--- src/rtl/dws_pkg.sv ---
package dws_pkg;

    // Lane word width; the serializer is defined for an 8:1 ratio only.
    localparam int unsigned LANE_BITS = 8;
    localparam int unsigned SLOT_W    = $clog2(LANE_BITS);

    typedef logic [LANE_BITS-1:0] lane_word_t;
    typedef logic [SLOT_W-1:0]    slot_t;

    typedef enum logic {
        SER_IDLE = 1'b0,
        SER_RUN  = 1'b1
    } ser_state_e;

    // Shift controller context: state, current slot and the word in flight.
    typedef struct packed {
        ser_state_e state;
        slot_t      slot;
        lane_word_t shreg;
    } ser_ctx_t;

    localparam slot_t LAST_SLOT = slot_t'(LANE_BITS - 1);

    function automatic logic slot_is_last(input slot_t s);
        return s == LAST_SLOT;
    endfunction

    function automatic slot_t slot_next(input slot_t s);
        return slot_t'(s + slot_t'(1));
    endfunction

endpackage

--- src/rtl/dws_load_capture.sv ---
module dws_load_capture
    import dws_pkg::*;
(
    input  logic       clk,
    input  logic       rst,
    input  logic       div_clk,
    input  lane_word_t d_in,
    output logic       load_pulse,
    output lane_word_t held_word
);

    logic div_q;

    // Rising edge of the load clock as seen in the bit-clock domain.
    assign load_pulse = div_clk & ~div_q & ~rst;

    always_ff @(posedge clk) begin
        if (rst) begin
            div_q     <= 1'b0;
            held_word <= '0;
        end else begin
            div_q <= div_clk;
            if (load_pulse) begin
                held_word <= d_in;
            end
        end
    end

endmodule

--- src/rtl/dws_shift_ctrl.sv ---
module dws_shift_ctrl
    import dws_pkg::*;
(
    input  logic       clk,
    input  logic       rst,
    input  logic       load_pulse,
    input  lane_word_t held_word,
    output logic       running,
    output slot_t      slot,
    output lane_word_t shreg,
    output logic       bit_out
);

    ser_ctx_t   ctx;
    ser_ctx_t   ctx_nxt;
    lane_word_t slot_hot;

    always_comb begin
        ctx_nxt = ctx;
        unique case (ctx.state)
            SER_IDLE: begin
                // Wait for the first load; the all-zero register is flushed first.
                if (load_pulse) begin
                    ctx_nxt.state = SER_RUN;
                    ctx_nxt.slot  = '0;
                end
            end
            SER_RUN: begin
                ctx_nxt.slot = slot_next(ctx.slot);
                // Transfer only at the word boundary: no truncation.
                if (slot_is_last(ctx.slot)) begin
                    ctx_nxt.shreg = held_word;
                end
            end
            default: ctx_nxt = ctx;
        endcase
    end

    always_ff @(posedge clk) begin
        if (rst) begin
            ctx.state <= SER_IDLE;
            ctx.slot  <= '0;
            ctx.shreg <= '0;
        end else begin
            ctx <= ctx_nxt;
        end
    end

    // One-hot slot decode feeding an AND-OR bit select.
    for (genvar g = 0; g < LANE_BITS; g++) begin : g_slot_dec
        assign slot_hot[g] = (ctx.slot == slot_t'(g));
    end

    assign bit_out = |(ctx.shreg & slot_hot);
    assign running = (ctx.state == SER_RUN);
    assign slot    = ctx.slot;
    assign shreg   = ctx.shreg;

endmodule

--- src/rtl/dws_out_stage.sv ---
module dws_out_stage #(
    parameter logic OQ_RST = 1'b0
) (
    input  logic clk,
    input  logic rst,
    input  logic oce,
    input  logic bit_vld,
    input  logic bit_in,
    output logic oq
);

    always_ff @(posedge clk) begin
        if (rst) begin
            oq <= OQ_RST;
        end else if (bit_vld && oce) begin
            oq <= bit_in;
        end
    end

endmodule

--- src/rtl/ddr_word_serializer.sv ---
module ddr_word_serializer
    import dws_pkg::*;
#(
    parameter logic OQ_RST = 1'b0
) (
    input  logic                 clk,
    input  logic                 rst,
    input  logic                 div_clk,
    input  logic [LANE_BITS-1:0] d_in,
    input  logic                 oce,
    output logic                 oq
);

    logic       load_pulse;
    lane_word_t held_word;
    logic       running;
    slot_t      slot;
    lane_word_t shreg;
    logic       bit_out;

    dws_load_capture u_cap (
        .clk        (clk),
        .rst        (rst),
        .div_clk    (div_clk),
        .d_in       (d_in),
        .load_pulse (load_pulse),
        .held_word  (held_word)
    );

    dws_shift_ctrl u_ctl (
        .clk        (clk),
        .rst        (rst),
        .load_pulse (load_pulse),
        .held_word  (held_word),
        .running    (running),
        .slot       (slot),
        .shreg      (shreg),
        .bit_out    (bit_out)
    );

    dws_out_stage #(.OQ_RST(OQ_RST)) u_out (
        .clk     (clk),
        .rst     (rst),
        .oce     (oce),
        .bit_vld (running),
        .bit_in  (bit_out),
        .oq      (oq)
    );

endmodule

--- config.mk ---
export PLATFORM = sky130hd
export DESIGN_NAME = ddr_word_serializer
export DESIGN_NICKNAME = d
export VERILOG_FILES = /design/src/rtl/dws_pkg.sv /design/src/rtl/dws_load_capture.sv /design/src/rtl/dws_shift_ctrl.sv /design/src/rtl/dws_out_stage.sv /design/src/rtl/ddr_word_serializer.sv
export SDC_FILE = /design/constraint.sdc
export NUM_CORES = 1
export LEC_CHECK = 0
export BUFFER_PORTS_ARGS = -buffer_cell sky130_fd_sc_hd__buf_2
export CORE_MARGIN = 1
export CORE_UTILIZATION = 44
export CTS_CLUSTER_DIAMETER = 100
export DETAILED_ROUTE_END_ITERATION = 16
export PLACE_DENSITY_LB_ADDON = 0.1
export SLEW_MARGIN = 20
export SYNTH_ARGS = -nofsm -noshare
export SYNTH_HDL_FRONTEND = slang
export SYNTH_HIERARCHICAL = 1
export SYNTH_SLANG_ARGS = --single-unit
export TNS_END_PERCENT = 50
--- constraint.sdc ---
create_clock -name clk -period 3.6 [get_ports clk]
set_input_delay 0.36 -clock clk [delete_from_list [all_inputs] [get_ports clk]]
set_output_delay 0.36 -clock clk [all_outputs]
set_load 0.02 [all_outputs]
After elaboration in Yosys (flattened, before gate mapping)
Index checks and enable logic that the tools add are counted.
{"block": "totals", "regBits": 22, "out_inout_bits": 1, "input_bits": 12, "elab_cells": 28}
{"block": "classes", "n_reduce_logical": 4, "n_mux": 3, "n_eq_ne": 8, "n_bitwise": 6, "addsub": 1}
{"operator": "$eq 3x3->1 const B", "count": 4}
{"operator": "$and 8x8->8", "count": 1}
{"operator": "$reduce_or 8->1", "count": 1}
{"operator": "$eq 3x2->1 const B", "count": 2}
{"operator": "$pmux 3 s2", "count": 1}
{"operator": "$mux 4", "count": 1}
{"operator": "$add 3x1->3 const B", "count": 1}
{"operator": "$eq 3x1->1 const B", "count": 1}
{"operator": "$logic_not 3->1", "count": 1}
{"operator": "$not 1->1", "count": 3}
{"operator": "$and 1x1->1", "count": 2}
{"operator": "$ne 2x2->1 const B", "count": 1}
{"operator": "$reduce_and 2->1", "count": 1}
{"operator": "$logic_and 1x1->1", "count": 1}
{"operator": "$mux 1", "count": 1}

Logic depth before layout (Yosys ltp)
{"block": "logic_depth", "ltp_word": 5, "mapped_depth": 7, "mapped_depth_nobuf": 6}

Cells and area by module
The synthesis kept the hierarchy.
{"module": "dws_shift_ctrl", "area_per_inst_um2": 560.5, "n_inst": 1, "cells_per_inst": 64, "seq_area_each_um2": 240.2}
{"module": "dws_load_capture", "area_per_inst_um2": 389.1, "n_inst": 1, "cells_per_inst": 37, "seq_area_each_um2": 180.2}
{"module": "dws_out_stage", "area_per_inst_um2": 43.8, "n_inst": 1, "cells_per_inst": 4, "seq_area_each_um2": 20.0}

Worst setup path after synthesis
OpenSTA, ideal clock, no wires.
{"block": "synth_timing", "kind": "register -> register", "start": "register, netlist name u_ctl/slot[0]", "end": "register u_out.oq", "synth_period_minus_slack_ps": 1487, "setup_time_ps": 115, "slack_ps": 2113, "stages_incl_launch_ff": 8, "required_ps": 3485, "arrival_ps": 1373, "path_buffers": 1, "cell_sequence": "dfxtp_1 > ha_1 > ha_1 > buf_6 > a222oi_1 > o21ai_1 > nand3_1 > a21oi_2"}
{"block": "synth_between", "elab_chain_len": 3, "word_cells_on_any_way": 10, "classes_between": "eq/ne (7); bitwise (1); reduce/logical (2)"}
{"element": "$eq 3x1->1, or another cell as far along", "line_no": "dws_shift_ctrl.sv:51", "rtl": "assign slot_hot[g] = (ctx.slot == slot_t'(g));"}
{"element": "$and 8x8->8 (*)", "line_no": "dws_shift_ctrl.sv:54", "rtl": "assign bit_out = |(ctx.shreg & slot_hot);"}
{"element": "$reduce_or 8->1 (*)", "line_no": "dws_shift_ctrl.sv:54"}
{"element": "via bit_out", "line_no": "ddr_word_serializer.sv:19", "rtl": "logic bit_out;"}
{"element": "end signal: assignment", "line_no": "dws_out_stage.sv:16", "rtl": "oq <= bit_in;"}
{"element": "end: declaration", "line_no": "dws_out_stage.sv:9", "rtl": "output logic oq"}
Mark *: on every way through the listed nets, which the timed path passes. The rest lies on a longest branch.
A chain may end at the register's enable or synchronous reset.

Final worst setup path
{"block": "layout_timing", "start": "register, netlist name u_ctl/slot[0]", "end": "register u_out.oq"}
{"block": "layout_between", "elab_chain_len": 3, "word_cells_on_any_way": 10, "classes_between": "eq/ne (7); bitwise (1); reduce/logical (2)"}
{"element": "$eq 3x1->1, or another cell as far along", "line_no": "dws_shift_ctrl.sv:51"}
{"element": "$and 8x8->8 (*)", "line_no": "dws_shift_ctrl.sv:54"}
{"element": "$reduce_or 8->1 (*)", "line_no": "dws_shift_ctrl.sv:54"}
{"element": "via bit_out", "line_no": "ddr_word_serializer.sv:19"}
Marks and branches as above.

==> flow_metrics.tcl <==
set metrics [dict create \
    status "finished, final reports clean" \
    yosys_register_bits 22 \
    die_w_um 49.5 \
    syn_to_final_growth_pct 12.2 \
    avgViaCountPerCell 5.31 \
    worst_pin_slew_ns 0.489 \
    netlist_instances 105 \
    critPathArrivalTime_ns 1.85 \
    start_util_pct 48.7 \
    ant_nets 0 \
    grt_start_max_net_pins 32 \
    place_congestion 0.776 \
    synth_seq_area_share_pct 44.3 \
    p_sw_uw 96.6 \
    hold_violations 0 \
    coreArea_mm2 0.00204 \
    antenna_cells 0 \
    antenna_found_initial 0 \
    firstDrtPassIters 5 \
    power_frac_comb_pct 6.4 \
    vias 764 \
    cts_max_path_buffers 2 \
    cp.required_ns 3.80 \
    worstSkewPairLatency_ns 0.31 \
    nets 136 \
    ys.warnings.count 6 \
    clock_sink_count 22 \
    place_inst 140 \
    cts-buffers-inserted 3 \
    skew_ns 0.0144 \
    async_flop_share_pct 0 \
    path_clk_slew_ns 0.13 \
    maxCapViolCount 0 \
    wirelength_mm 1.85 \
    max_freq_mhz 606 \
    setup_slack_ns 1.95 \
    critPathKind "register to register" \
    seq_power_share_pct 54.6 \
    cellLeakagePower_nw 0.409 \
    critPathCaptureType "register" \
    instances_no_fill 144 \
    dr.max_layer_used "met4" \
    postCtsSetupRepairBufs 0 \
    grt_pass1_wl_mm 3.19 \
    wl_met2_um 841 \
    synth_edf_count 0 \
    final_cell_mix "22 x dfxtp_1, 12 x buf_2" \
    synth_nets 123 \
    root_buffer "clkbuf_4" \
    wire_per_inst_um 12.9 \
    place_hpwl_mm 1.35 \
    io_buffer_count 12 \
    layout_commonest_cell "dfxtp_1" \
    drc_errors 0 \
    drv_slew 0 \
    switching_share_pct 20.3 \
    met3_length_um 40 \
    max-slew-margin-rel_pct 67.3 \
    ctsHoldBuffers 0 \
    grt_use_total_pct 17.3 \
    floorplan.die_area_mm2 0.00245 \
    syn_area_um2 993 \
    holdCritPathClass "primary input to register" \
    place_ws_ns 1.97 \
    synth.distinct_cells 25 \
    clkPwrFrac_pct 39.1 \
    met1Wirelength_um 959 \
    fin_crit_sh_pct 45.8 \
    die_h_um 49.5 \
    avgSynthCellArea_um2 9.46 \
    drive_gt1_share_pct 15.4 \
    setup_viol 0 \
    holdWs_ns 0.297 \
    row_count 16 \
    overflow 0 \
    first_iter_violations 12 \
    ys.flop_type "dfxtp_1" \
    power.density_mw_per_mm2 427 \
    grt_pass1_vias 752 \
    fin_crit_ns 1.65 \
    vdd.ir_drop.worst_mv 0.258 \
    io_pins 13 \
    cts_resized 0 \
    fin_setup_tns_ns 0 \
    cts_max_level 1 \
    p_int_uw 379 \
    crit_fanout 10 \
    cp-start-kind "register" \
    cts_tree "done" \
    rsz0062_at_grt "false" \
]
Yosys cell counts (3+ instances only):
| cell type | instances | area, um2 |
|---|---|---|
| dfxtp_1 | 22 | 440 |
| nor2_1 | 5 | 18.8 |
| o21ai_0 | 7 | 35.0 |
| inv_1 | 3 | 11.3 |
| a21oi_1 | 9 | 45.0 |
| nand2b_1 | 9 | 56.3 |
| nand2_1 | 9 | 33.8 |
| ha_1 | 6 | 75.1 |
| nand3_1 | 9 | 45.0 |
| nand4bb_1 | 8 | 90.1 |
final timing paths:
kind                                    start                               to  slack, ns  depth (start not counted)
hold / removal                        d_in[2]  u_cap/held_word[2]$_SDFFE_PP0P_       0.30                          3
setup / recovery   u_ctl/slot[0]$_SDFFE_PP0P_            u_out/oq$_SDFFE_PP0P_       1.95                          6
hold reg to reg   u_ctl/shreg[2]$_SDFFE_PP0P_      u_ctl/shreg[2]$_SDFFE_PP0P_       0.47                          2
setup reg to reg   u_ctl/slot[0]$_SDFFE_PP0P_            u_out/oq$_SDFFE_PP0P_       1.95                          6
power groups by stage:
| stage | Clock [mW] | Sequential [mW] | Combinational (mW) |
|---|---|---|---|
| 3_3_place_gp | 0 | 0.265 | 0.0301 |
| 3_5_place_dp | 0 | 0.265 | 0.0307 |
| 4_1_cts | 0.192 | 0.260 | 0.0307 |
| 2_1_floorplan | 0 | 0.261 | 0.0208 |
| 6_report | 0.186 | 0.260 | 0.0304 |
| 5_1_grt | 0.200 | 0.261 | 0.0342 |
cell families (layout without fill, tap and decap cells):
family,count (synthesis),in the layout,share of synthesized area (%)
mux,2,2,2.14
compound gates,24,24,14.6
simple gates,44,44,27.7
flops,22,22,44.3
buf+inv,7,19,3.65
fa+ha+maj,6,6,7.56
registers in the layout (all words and copies together), names as in the netlist:
| register | cells |
|---|---|
| u_out/oq | 1 |
| u_ctl/running | 1 |
| u_cap/div_q | 1 |
| u_ctl/slot | 3 |
| u_ctl/shreg | 8 |
| u_cap/held_word | 8 |
final cells by class:
type                    instances  area [um2]
fillers                       211         927
multi-input cells              76         517
flip-flops and latches         22         440
repair buffers                 12        60.1
well taps                      27        33.8
clock inverters                 1        30.0
clock buffers                   3        22.5
inverters                       3        11.3
worst max-delay path: stages, from the launching register on:
cell and delay [ns]:
dfxtp_1 0.36, ha_1 0.23, ha_1 0.29, a222oi_1 0.38
o21ai_1 0.13, nand3_1 0.10, a21oi_2 0.06
per-layer routing:
| layer | global-route usage [%] | vias up |
|---|---|---|
| met5 | 0 | - |
| met4 | 8.57 | 0 |
| met3 | 2.78 | 2 |
| met2 | 29.2 | 8 |
| met1 | 21.1 | 359 |
| li1 | - | 395 |
stage by stage:
step                      cell area (um2)  util (%)  power [mW]
after global placement               1060      52.0       0.295
after global routing                 1110      54.6       0.495
after detailed placement             1060      52.0       0.296
final                                1110      54.6       0.476
after CTS                            1110      54.6       0.482
after floorplan                       993         -       0.282
No activity file was read; power rests on OpenSTA's default activity.
